`config.mk`:
```
export PLATFORM = sky130hd
export DESIGN_NAME = burst_col_seq
export DESIGN_NICKNAME = d
export VERILOG_FILES = /design/src/rtl/burst_seq_pkg.sv /design/src/rtl/burst_mask_dec.sv /design/src/rtl/burst_col_calc.sv /design/src/rtl/burst_col_seq.sv
export SDC_FILE = /design/constraint.sdc
export NUM_CORES = 1
export LEC_CHECK = 0
export ABC_CLOCK_PERIOD_IN_PS = 3100
export BUFFER_PORTS_ARGS = -buffer_cell sky130_fd_sc_hd__clkbuf_2
export CAP_MARGIN = 10
export CORE_MARGIN = 3
export CORE_UTILIZATION = 35
export CTS_CLUSTER_DIAMETER = 80
export DETAILED_ROUTE_END_ITERATION = 8
export PLACE_DENSITY_LB_ADDON = 0.05
export SYNTH_ARGS = -nofsm -noshare
export SYNTH_HDL_FRONTEND = slang
export SYNTH_SLANG_ARGS = --single-unit
```
`constraint.sdc`:
```
create_clock -name clk -period 3.1 [get_ports clk]
set_input_delay 0.155 -clock clk [delete_from_list [all_inputs] [get_ports clk]]
set_output_delay 0.155 -clock clk [all_outputs]
set_load 0.005 [all_outputs]
```
`src/rtl/burst_seq_pkg.sv`:
```
package burst_seq_pkg;
  typedef logic [2:0] len_sel_t;
  localparam int unsigned LEN_FULL_BIT = 2;
  localparam len_sel_t LEN_1    = 3'b000;
  localparam len_sel_t LEN_2    = 3'b001;
  localparam len_sel_t LEN_4    = 3'b010;
  localparam len_sel_t LEN_8    = 3'b011;
  localparam len_sel_t LEN_PAGE = 3'b100;
endpackage

```
`src/rtl/burst_mask_dec.sv`:
```
module burst_mask_dec
  import burst_seq_pkg::*;
#(
  parameter int COL_W  = 9,
  parameter int PAGE_W = 8
) (
  input  len_sel_t         len_sel_i,
  input  logic             page512_i,
  output logic [COL_W-1:0] blk_mask_o,
  output logic             full_o
);
  logic is_full;
  assign is_full = len_sel_i[LEN_FULL_BIT];
  assign full_o  = is_full;

  // one mask bit per column bit: set where the burst offset may move
  for (genvar b = 0; b < COL_W; b++) begin : g_mask
    logic in_page;
    logic in_blk;
    assign in_page = (b < PAGE_W) || (page512_i && (b == PAGE_W));
    assign in_blk  = (b < int'(len_sel_i[1:0]));
    assign blk_mask_o[b] = is_full ? in_page : in_blk;
  end
endmodule

```
`src/rtl/burst_col_calc.sv`:
```
module burst_col_calc #(
  parameter int COL_W = 9
) (
  input  logic [COL_W-1:0] base_i,
  input  logic [COL_W-1:0] beat_i,
  input  logic [COL_W-1:0] mask_i,
  input  logic             ilv_i,
  output logic [COL_W-1:0] col_o
);
  logic [COL_W-1:0] off_seq;
  logic [COL_W-1:0] off_ilv;
  logic [COL_W-1:0] off_sel;

  always_comb begin
    off_seq = base_i + beat_i;
    off_ilv = base_i ^ beat_i;
    off_sel = ilv_i ? off_ilv : off_seq;
    col_o   = (base_i & ~mask_i) | (off_sel & mask_i);
  end
endmodule

```
`src/rtl/burst_col_seq.sv`:
```
module burst_col_seq
  import burst_seq_pkg::*;
#(
  parameter int COL_W  = 9,
  parameter int PAGE_W = 8
) (
  input  logic             clk,
  input  logic             rst_n,
  input  logic             start_i,
  input  logic [COL_W-1:0] start_col_i,
  input  logic [2:0]       len_sel_i,
  input  logic             interleave_i,
  input  logic             page512_i,
  input  logic             term_i,
  output logic [COL_W-1:0] col_o,
  output logic             valid_o,
  output logic             last_o,
  output logic             mode_err_o
);
  localparam int CNT_W = COL_W;

  // registered state
  logic             valid_q, last_q, err_q, ilv_q, full_q;
  logic [COL_W-1:0] col_q, base_q, mask_q;
  logic [CNT_W-1:0] cnt_q;

  // next state
  logic             valid_n, last_n, err_n, ilv_n, full_n;
  logic [COL_W-1:0] col_n, base_n, mask_n;
  logic [CNT_W-1:0] cnt_n;
  logic             upd_en;

  // decoded settings and the column for the selected beat
  logic [COL_W-1:0] dec_mask;
  logic             dec_full;
  logic [COL_W-1:0] sel_base, sel_mask;
  logic [CNT_W-1:0] sel_cnt;
  logic             sel_ilv;
  logic [COL_W-1:0] calc_col;

  burst_mask_dec #(.COL_W(COL_W), .PAGE_W(PAGE_W)) u_dec (
    .len_sel_i  (len_sel_i),
    .page512_i  (page512_i),
    .blk_mask_o (dec_mask),
    .full_o     (dec_full)
  );

  always_comb begin
    sel_base = start_i ? start_col_i : base_q;
    sel_mask = start_i ? dec_mask : mask_q;
    sel_ilv  = start_i ? (interleave_i & ~dec_full) : ilv_q;
    sel_cnt  = start_i ? '0 : cnt_q + 1'b1;
  end

  burst_col_calc #(.COL_W(COL_W)) u_calc (
    .base_i (sel_base),
    .beat_i (sel_cnt),
    .mask_i (sel_mask),
    .ilv_i  (sel_ilv),
    .col_o  (calc_col)
  );

  assign upd_en = start_i | valid_q;

  always_comb begin
    valid_n = valid_q;
    last_n  = last_q;
    err_n   = err_q;
    ilv_n   = ilv_q;
    full_n  = full_q;
    col_n   = col_q;
    base_n  = base_q;
    mask_n  = mask_q;
    cnt_n   = cnt_q;
    if (start_i) begin
      valid_n = 1'b1;
      base_n  = start_col_i;
      mask_n  = dec_mask;
      full_n  = dec_full;
      ilv_n   = interleave_i & ~dec_full;
      err_n   = interleave_i & dec_full;
      cnt_n   = '0;
      col_n   = calc_col;
      last_n  = ~dec_full & (dec_mask == '0);
    end else if (valid_q) begin
      if (term_i || last_q) begin
        valid_n = 1'b0;
        last_n  = 1'b0;
      end else begin
        cnt_n  = sel_cnt;
        col_n  = calc_col;
        last_n = ~full_q & (sel_cnt == mask_q);
      end
    end
  end

  always_ff @(posedge clk or negedge rst_n) begin
    if (!rst_n) begin
      valid_q <= 1'b0;
      last_q  <= 1'b0;
      err_q   <= 1'b0;
      ilv_q   <= 1'b0;
      full_q  <= 1'b0;
      col_q   <= '0;
      base_q  <= '0;
      mask_q  <= '0;
      cnt_q   <= '0;
    end else if (upd_en) begin
      valid_q <= valid_n;
      last_q  <= last_n;
      err_q   <= err_n;
      ilv_q   <= ilv_n;
      full_q  <= full_n;
      col_q   <= col_n;
      base_q  <= base_n;
      mask_q  <= mask_n;
      cnt_q   <= cnt_n;
    end
  end

  assign col_o      = col_q;
  assign valid_o    = valid_q;
  assign last_o     = last_q;
  assign mode_err_o = err_q;

  AST_START_GIVES_BEAT: assert property (@(posedge clk) disable iff (!rst_n)
    start_i |=> valid_o);
  AST_BLOCK_FIXED: assert property (@(posedge clk) disable iff (!rst_n)
    (valid_q && $past(valid_q) && !$past(start_i)) |->
      ((col_q & ~mask_q) == $past(col_q & ~mask_q)));
  AST_LAST_ONLY_VALID: assert property (@(posedge clk) disable iff (!rst_n)
    last_o |-> valid_o);
  AST_LAST_ENDS: assert property (@(posedge clk) disable iff (!rst_n)
    (valid_o && last_o && !start_i) |=> !valid_o);
  AST_PAGE_NO_LAST: assert property (@(posedge clk) disable iff (!rst_n)
    (valid_o && full_q) |-> !last_o);
  AST_TERM_STOPS: assert property (@(posedge clk) disable iff (!rst_n)
    (valid_o && term_i && !start_i) |=> !valid_o);
endmodule

```
## After elaboration in Yosys (flattened, before gate mapping)

Index checks and enable logic that the tools add are counted.

- Flip-flop bits (word level): 41
- Bits of input ports: 18
- Logic and storage cells: 56

- Add/sub/neg operators: 2
- $lt $le $gt $ge: 3
- Equal/unequal tests: 2
- Multiplexer cells: 22
- Bitwise operators: 12
- Reductions and logical operators: 6

Operators with widths:

| cell | number |
|---|---|
| 2-to-1 mux 9 bit | 10 |
| AND 9 bit | 2 |
| 2-to-1 mux 1 bit | 12 |
| adder 9 x 1 -> 9 bit (second input constant) | 1 |
| adder 9 bit | 1 |
| equality test 9 bit | 1 |
| zero test 9 bit | 1 |
| inverter 9 bit | 1 |
| bitwise OR 9 bit | 1 |
| XOR 9 bit | 1 |
| AND 1 bit | 4 |
| less-than comparator 1 x 2 -> 1 bit (first input constant) | 2 |
| AND reduction 2 bit | 2 |
| AND reduction 3 bit | 1 |
| less-than comparator 2 bit (first input constant) | 1 |
| != test 2 bit (second input constant) | 1 |
| inverter 1 bit | 2 |
| nonzero test 2 bit | 1 |
| logical OR 1 bit | 1 |
| bitwise OR 1 bit | 1 |

## Longest topological paths before layout

Gate-level depths: netlist of run 1.

- Word-level depth: 9
- Gate-level depth with buffers: 13

## Cells and area by module

From an unflattened synthesis of run 1, not the netlist that was laid out.

- Cell total of the unflattened synthesis: 265
- Area, all modules: 2,730.1 um^2

By module, submodules not included:

| module | times used | cells an instance | area an instance (um^2) |
|---|---|---|---|
| burst_col_seq | 1 | 188 | 2,138.3 |
| burst_col_calc | 1 | 67 | 519.2 |
| burst_mask_dec | 1 | 10 | 72.6 |

## Worst setup path before layout of run 1

No wires, ideal clock.

- Kind: input to register
- Start point: input start_i
- End point: register col_q[8], in the netlist col_o[8]
- Setup time: 0.144 ns
- Data arrival time: 2.984 ns
- Setup slack: -0.028 ns
- Stages on the path: 13
- Path buffers: 4
- Path through: buf_2 -> buf_1 -> clkbuf_1 -> clkbuf_1 -> nor2_1 -> ha_1 -> fa_1 -> nand3_1 -> a21oi_1 -> o2111a_1 -> or4_1 -> nand4_1 -> a311oi_1

- Longest elaborated chain between the ends: 8
- Elaborated cells between the ends (all ways): 18
- Those cells by class: add/sub (1); eq/ne (1); mux (8); bitwise (6); reduce/logical (2)

RTL lines:

| item | line | source |
|---|---|---|
| start: declaration | burst_col_seq.sv:9 | `input logic start_i,` |
| 2-to-1 mux 9 bit (on tied branches) | -- |  |
| adder 9 bit or XOR 9 bit (tied branches) | burst_col_calc.sv:15, burst_col_calc.sv:16 |  |
| 2-to-1 mux 9 bit | burst_col_calc.sv:17 | `off_sel = ilv_i ? off_ilv : off_seq;` |
| AND 9 bit | burst_col_calc.sv:18 | `col_o = (base_i & ~mask_i) \| (off_sel & mask_i);` |
| bitwise OR 9 bit | burst_col_calc.sv:18 |  |
| 2-to-1 mux 9 bit | burst_col_seq.sv:86 | `if (term_i \|\| last_q) begin` |
| 2-to-1 mux 9 bit | burst_col_seq.sv:85 | `end else if (valid_q) begin` |
| 2-to-1 mux 9 bit | burst_col_seq.sv:75 | `if (start_i) begin` |
| end signal: assignment | burst_col_seq.sv:114 | `col_q <= col_n;` |
| end: declaration | burst_col_seq.sv:24 | `logic [COL_W-1:0] col_q, base_q, mask_q;` |

Parallel ways exist; a longest one is shown, timed or not. The select of a mux whose other input is x is not followed.
A chain may end at the register's enable or synchronous reset.

## Final worst setup path of run 1

- Start point: register cnt_q[2]
- End point: register col_q[8], in the netlist col_o[8]

- Longest elaborated chain between the ends: 9
- Elaborated cells between the ends (all ways): 10
- Those cells by class: add/sub (2); mux (5); bitwise (3)

RTL lines:

| item | line | source |
|---|---|---|
| start: declaration | burst_col_seq.sv:25 | `logic [CNT_W-1:0] cnt_q;` |
| start signal: assignment | burst_col_seq.sv:117 | `cnt_q <= cnt_n;` |
| adder 9 x 1 -> 9 bit * | burst_col_seq.sv:52 | `sel_cnt = start_i ? '0 : cnt_q + 1'b1;` |
| 2-to-1 mux 9 bit * | burst_col_seq.sv:52 |  |
| adder 9 bit or XOR 9 bit (tied branches) | burst_col_calc.sv:15, burst_col_calc.sv:16 |  |
| 2-to-1 mux 9 bit * | burst_col_calc.sv:17 |  |
| AND 9 bit * | burst_col_calc.sv:18 |  |
| bitwise OR 9 bit * | burst_col_calc.sv:18 |  |
| 2-to-1 mux 9 bit | burst_col_seq.sv:86 |  |
| 2-to-1 mux 9 bit | burst_col_seq.sv:85 |  |
| 2-to-1 mux 9 bit * | burst_col_seq.sv:75 |  |

Every way passes the cells marked *; elsewhere a longest branch is shown, timed or not. The select of a mux whose other input is x is not followed.

==> results of run 1 <==
-- per-stage QoR --
step / std cells / area (sq um) / utilization
final: 364 / 2778 / 0.4253
after detailed placement: 356 / 2681 / 0.4105
after global placement: 356 / 2681 / 0.4105
after CTS: 364 / 2778 / 0.4253
after floorplan: 252 / 2416 / -
after global routing: 364 / 2778 / 0.4253
-- power by group through the flow --
stage | sequential, uW | clock, uW | combinational [uW]
floorplan | 626 | 0 | 152
global placement | 629 | 0 | 252
detailed placement | 630 | 0 | 250
CTS | 619 | 376 | 254
global route | 626 | 400 | 285
finish | 618 | 358 | 249
-- worst paths after layout --
check                        startpoint  cells after the start         end
max in group asynchronous         rst_n                      3    cnt_q[8]
hold reg to reg                col_o[2]                      2    col_o[2]
setup reg to reg               cnt_q[2]                     10    col_o[8]
hold / removal             interleave_i                      3  mode_err_o
setup / recovery               cnt_q[2]                     10    col_o[8]
min in group asynchronous         rst_n                      2   base_q[0]
-- layer usage --
metal / up-vias / part of all wire
met5: - / 0
met1: 848 / 0.50
li1: 948 / -
met2: 30 / 0.45
met4: 0 / 0.017
met3: 7 / 0.031
-- state kept, by name, summed over array words and instances (netlist names) --
name	flops
cnt_q	9
mode_err_o	1
ilv_q	1
base_q	9
valid_o	1
last_o	1
full_q	1
mask_q	9
col_o	9
-- layout by cell type, fill, tap and decap left out, drive strengths merged, types with 9 or more instances in the layout --
cell type / instances
a21oi: 13
clkbuf: 36
dfrtp: 41
ha: 9
inv: 13
mux2: 16
nand2: 22
nor2: 28
o21ai: 24
xnor2: 16
-- logic make-up after synthesis --
family          Yosys count  share of synthesized area
mux                      24                     0.1078
flops                    41                     0.4249
fa+ha+maj                10                    0.05492
simple gates             78                     0.1575
buf+inv                  22                    0.03523
xor+xnor                 23                    0.08342
compound gates           54                     0.1363
-- area by class of cell --
| type | count | area, sq um | area share |
|---|---|---|---|
| multi-input combinational | 189 | 1304 | 0.4694 |
| sequential | 41 | 1026 | 0.3694 |
| timing repair buffer | 36 | 212.7 | 0.07658 |
| tap | 77 | 96.34 | 0.03468 |
| clock buffer | 7 | 86.33 | 0.03108 |
| inverter | 14 | 52.55 | 0.01892 |
-- worst max-delay path: stages (launching register included) --
cell	delay, ns
sky130_fd_sc_hd__dfrtp_1	0.47
sky130_fd_sc_hd__nand3_1	0.23
sky130_fd_sc_hd__xor2_1	0.20
sky130_fd_sc_hd__nor2_1	0.20
sky130_fd_sc_hd__ha_1	0.31
sky130_fd_sc_hd__a21oi_1	0.23
sky130_fd_sc_hd__a21oi_1	0.12
sky130_fd_sc_hd__o2111a_1	0.30
sky130_fd_sc_hd__or4_1	0.50
sky130_fd_sc_hd__nand4_1	0.10
sky130_fd_sc_hd__a311oi_1	0.05
==> results_dict.tcl, run 1 <==
set metrics [dict create \
    place.port_buffers 29 \
    fillCellCount 658 \
    cts-root-buf "sky130_fd_sc_hd__clkbuf_8" \
    syn-mean-instance-area_sq_um 9.583 \
    synthesis.instances 252 \
    maxSlewHeadroom 0.5839 \
    die_width_microns 89.07 \
    all_layer_global_routing_usage 0.1570 \
    yosysMostFrequentCell "sky130_fd_sc_hd__dfrtp_1" \
    period_minus_slack_ns 2.837 \
    timing.reg2reg.setup_slack_ns 0.26 \
    power_leakage_uw 0.001236 \
    critical_path_required_ns 3.26 \
    grt_busiest_layer "met2" \
    final_min_period_over_clock_period 0.9152 \
    n_antenna_cell 0 \
    chipHeight_microns 89.07 \
    place_congestion 0.8350 \
    max_slew.worst_pin.slew_ns 0.6218 \
    hold_slack_ns 0.08713 \
    fmax_mhz 352.5 \
    yosys_warnings 0 \
    synth-main-ff-cell "sky130_fd_sc_hd__dfrtp_1" \
    route.detailed.drc 0 \
    synth-edff-count 0 \
    switching_share 0.2835 \
    first_pass_grt_wire_length_microns 9308 \
    cts-buffers-inserted 5 \
    yosys.area.top_type "sky130_fd_sc_hd__dfrtp_1" \
    number_of_gates_given_a_new_drive_strength_after_cts 0 \
    worstSkewPairLatency_ns 0.29 \
    rows 29 \
    ys_top_cells_by_area "sky130_fd_sc_hd__dfrtp_1 42%, sky130_fd_sc_hd__mux2_2 7.5%, sky130_fd_sc_hd__xnor2_1 5.8%" \
    io_pins 30 \
    synth_top_cells_by_count "41 x sky130_fd_sc_hd__dfrtp_1, 28 x sky130_fd_sc_hd__nor2_1, 24 x sky130_fd_sc_hd__o21ai_0, 22 x sky130_fd_sc_hd__nand2_1" \
    via_count 1833 \
    die_ar_sq_um 7933 \
    crit_fanout 5 \
    total_power_uw 1225 \
    clock-skew-final_ns 0.009471 \
    async_reset_ff_frac 1.000 \
    share_seq_of_total_power 0.505 \
    cts_htree_levels 2 \
    hold_buf_count_cts 1 \
    flops_latches_synth 41 \
    globalRouteMet2Util 0.2341 \
    yosys.area.top_type_share 0.4249 \
    switching_pwr_uw 347.3 \
    hp-class "in2reg" \
    floorplan.core_area_sq_um 6531 \
    synth.yosys.seq_area_share 0.4249 \
    cts.repair_timing.setup_buffer_count 0 \
    clk_pin_slew_worst_paths_ns 0.08 \
    setup.worst_path.start_class "register" \
    grt.met1_usage 0.2252 \
    internal_power_uw 877.8 \
    area_delta_synth_final_pct 15.03 \
    first_global_vias 1806 \
    cts_tree "done" \
    floorplan.initialDensity 0.3697 \
    detail_route.wirelength_microns 5653 \
    gr-total-overflow 0 \
    data_arrival_time_of_the_critical_path_ns 3.00 \
    criticalPathCategory "reg2reg" \
    drv_cap 0 \
    ir_worst_vdd_mv 0.2298 \
    setup_viol_count_final 0 \
    groute.layer.met3.usage 0.02765 \
    syn-num-nets 280 \
    maximum_number_of_pins_on_one_net_before_global_route_repair 36 \
    remaining_antenna_violation_count 0 \
    vias_per_cell 5.036 \
    wl_per_cell_microns 15.53 \
    post_synth_num_cell_types 43 \
    clock_power_share 0.292 \
    grt_setup_unrepaired "no" \
    synth.cell_area_sq_um 2415 \
    critical_path.endpoint_type "register" \
    detailedRoute.firstPassIterationCount 4 \
    power_density_nw_per_um2 441.1 \
    detail_route.iter0.violations 66 \
    detailed_place_hpwl_microns 4207 \
    timing.final.hold_violations 0 \
    power_frac_comb 0.203 \
    outcome "complete, no violations" \
    minimum_setup_slack_in_the_final_design_ns 0.2628 \
    drv_slew 0 \
    number_of_antenna_violations_at_the_first_check_in_global_routing 0 \
    final_nets 315 \
    setup-tns-final_ns 0 \
    dp_slack_ns 0.2925 \
    clock_sinks 41 \
    maximum_clock_path_buffer_count 2 \
    drive_gt1_frac 0.2195 \
]
Power figures use the tool's default switching activity.
==> run 2, diff against run 1 <==
--- a/config.mk
+++ b/config.mk
@@ -9,7 +9,7 @@
 export BUFFER_PORTS_ARGS = -buffer_cell sky130_fd_sc_hd__clkbuf_2
 export CAP_MARGIN = 10
 export CORE_MARGIN = 3
-export CORE_UTILIZATION = 35
+export CORE_UTILIZATION = 25
 export CTS_CLUSTER_DIAMETER = 80
 export DETAILED_ROUTE_END_ITERATION = 8
 export PLACE_DENSITY_LB_ADDON = 0.05
==> results_dict.tcl, run 2 (same netlist as run 1, synthesis figures left out) <==
set metrics [dict create \
    data_arrival_time_of_the_critical_path_ns 3.04 \
    worstSkewPairLatency_ns 0.29 \
    final_min_period_over_clock_period 0.9323 \
    fillCellCount 989 \
    detailed_place.area_sq_um 2756 \
    io_pins 30 \
    timing.reg2reg.setup_slack_ns 0.21 \
    cts_tree "done" \
    maximum_number_of_pins_on_one_net_before_global_route_repair 33 \
    cts-root-buf "sky130_fd_sc_hd__clkbuf_8" \
    floorplan.core_area_sq_um 9328 \
    grt_setup_unrepaired "no" \
    fmax_mhz 346.0 \
    outcome "finished with violations" \
    cts-buffers-inserted 5 \
    timing.final.hold_violations 31 \
    area_delta_synth_final_pct 17.88 \
    detail_route.iter0.violations 55 \
    place.port_buffers 29 \
    rows 35 \
    ir_worst_vdd_mv 0.1482 \
    setup-tns-final_ns 0 \
    setup.worst_path.start_class "register" \
    final_nets 317 \
    die_ar_sq_um 10870 \
    cell_breakdown_of_the_critical_path "nand3_1, xor2_1, nor2_1, ha_1, a21oi_1, a21oi_1, o2111a_1, or4_1, nand4_1, a311oi_1" \
    cts.repair_timing.setup_buffer_count 0 \
    number_of_antenna_violations_at_the_first_check_in_global_routing 0 \
    n_antenna_cell 0 \
    max_slew.worst_pin.slew_ns 0.8843 \
    critical-path-slowest-cell "sky130_fd_sc_hd__or4_1" \
    drv_slew 0 \
    final_cell_mix "41 x sky130_fd_sc_hd__dfrtp_1, 29 x sky130_fd_sc_hd__clkbuf_2, 28 x sky130_fd_sc_hd__nor2_1, 24 x sky130_fd_sc_hd__o21ai_0, 22 x sky130_fd_sc_hd__nand2_1" \
    critical_path_required_ns 3.25 \
    detailedRoute.firstPassIterationCount 6 \
    clock-skew-final_ns 0.006171 \
    multiInputGateArea_sq_um 1308 \
    clock_sinks 41 \
    drv_cap 0 \
    fin_cells 418 \
    chipHeight_microns 104.3 \
    setup_viol_count_final 0 \
    minimum_setup_slack_in_the_final_design_ns 0.2099 \
    mostFrequentLayoutCell "sky130_fd_sc_hd__dfrtp_1" \
    power_leakage_uw 0.001242 \
    detail_route.wirelength_microns 6296 \
    drive_gt1_frac 0.2318 \
    dp_slack_ns 0.2414 \
    wl_per_cell_microns 15.06 \
    vias_per_cell 4.490 \
    via_count 1877 \
    period_minus_slack_ns 2.890 \
    place_congestion 0.7567 \
    critPathMostFrequentCell "sky130_fd_sc_hd__a21oi_1" \
    gr-total-overflow 0 \
    violations "hold timing" \
    first_global_vias 1984 \
    maxSlewHeadroom 0.4105 \
    power_density_nw_per_um2 434.4 \
    clk_pin_slew_worst_paths_ns 0.08 \
    hold_slack_ns -0.02682 \
    first_pass_grt_wire_length_microns 10340 \
    register_area_sq_um 1026 \
    die_width_microns 104.3 \
    hold_buf_count_cts 0 \
    floorplan.initialDensity 0.2589 \
    all_layer_global_routing_usage 0.1196 \
    stdcell_area_sq_um 2846 \
    remaining_antenna_violation_count 0 \
    cts_htree_levels 2 \
    maximum_clock_path_buffer_count 2 \
    cpPeakStageDelay_ns 0.50 \
    crit_fanout 5 \
    dp_cells 411 \
    detailed_place_hpwl_microns 4796 \
    hp-class "in2async" \
    critical_path.endpoint_type "register" \
    r2r_start "cnt_q[2]" \
    route.detailed.drc 0 \
    setup.worst_path.start "cnt_q[2]" \
    criticalPathCategory "reg2reg" \
    post-route-util 0.3052 \
]
[run 2: per-layer routing]
metal | up-vias | track usage | wire [microns]
li1 | 955 | - | -
met1 | 888 | 0.1653 | 3199
met2 | 28 | 0.1850 | 2816
met3 | 6 | 0.02421 | 150
met4 | 0 | 0.04179 | 130
met5 | - | 0 | 0
[run 2: cell type report]
class,count,area share
Multi-Input combinational cell,189,0.4593
Sequential cell,41,0.3604
Clock buffer,7,0.03033
Tap cell,129,0.05670
Inverter,14,0.01846
Timing Repair Buffer,38,0.07473
[run 2: final timing paths]
| kind | cells past startpoint | to |
|---|---|---|
| setup reg to reg | 10 | col_o[8] |
| min in group clk | 3 | mode_err_o |
| hold / removal | 1 | cnt_q[1] |
| max in group asynchronous | 2 | base_q[7] |
| hold reg to reg | 2 | col_o[2] |
| setup / recovery | 10 | col_o[8] |
[run 2: worst max-delay path, delay by kind of cell, from the launching register on]
family / cells / cell delay, ns
flops: 1 / 0.47
xor+xnor: 1 / 0.22
fa+ha+maj: 1 / 0.32
compound gates: 4 / 0.67
simple gates: 4 / 1.07
[run 2: repair_timing]
action	4_1_cts	5_1_grt
setup endpoints to repair	0	1
gates resized for setup	0	1
endpoints found under the hold margin	0	0
[run 2: metrics by stage]
stage | hold slack, ns | total power [uW]
floorplan | -0.1406 | 777.9
global placement | 0.3398 | 891.4
detailed placement | 0.3351 | 888.2
CTS | 0.01097 | 1275
global route | 0.04415 | 1321
finish | -0.02682 | 1236
[run 2: report_power, final]
part	switching [uW]	internal, uW	leakage, uW
sequential	32.3	586	0.000505
combinational	137	115	0.000693
clock	189	177	0.0000443
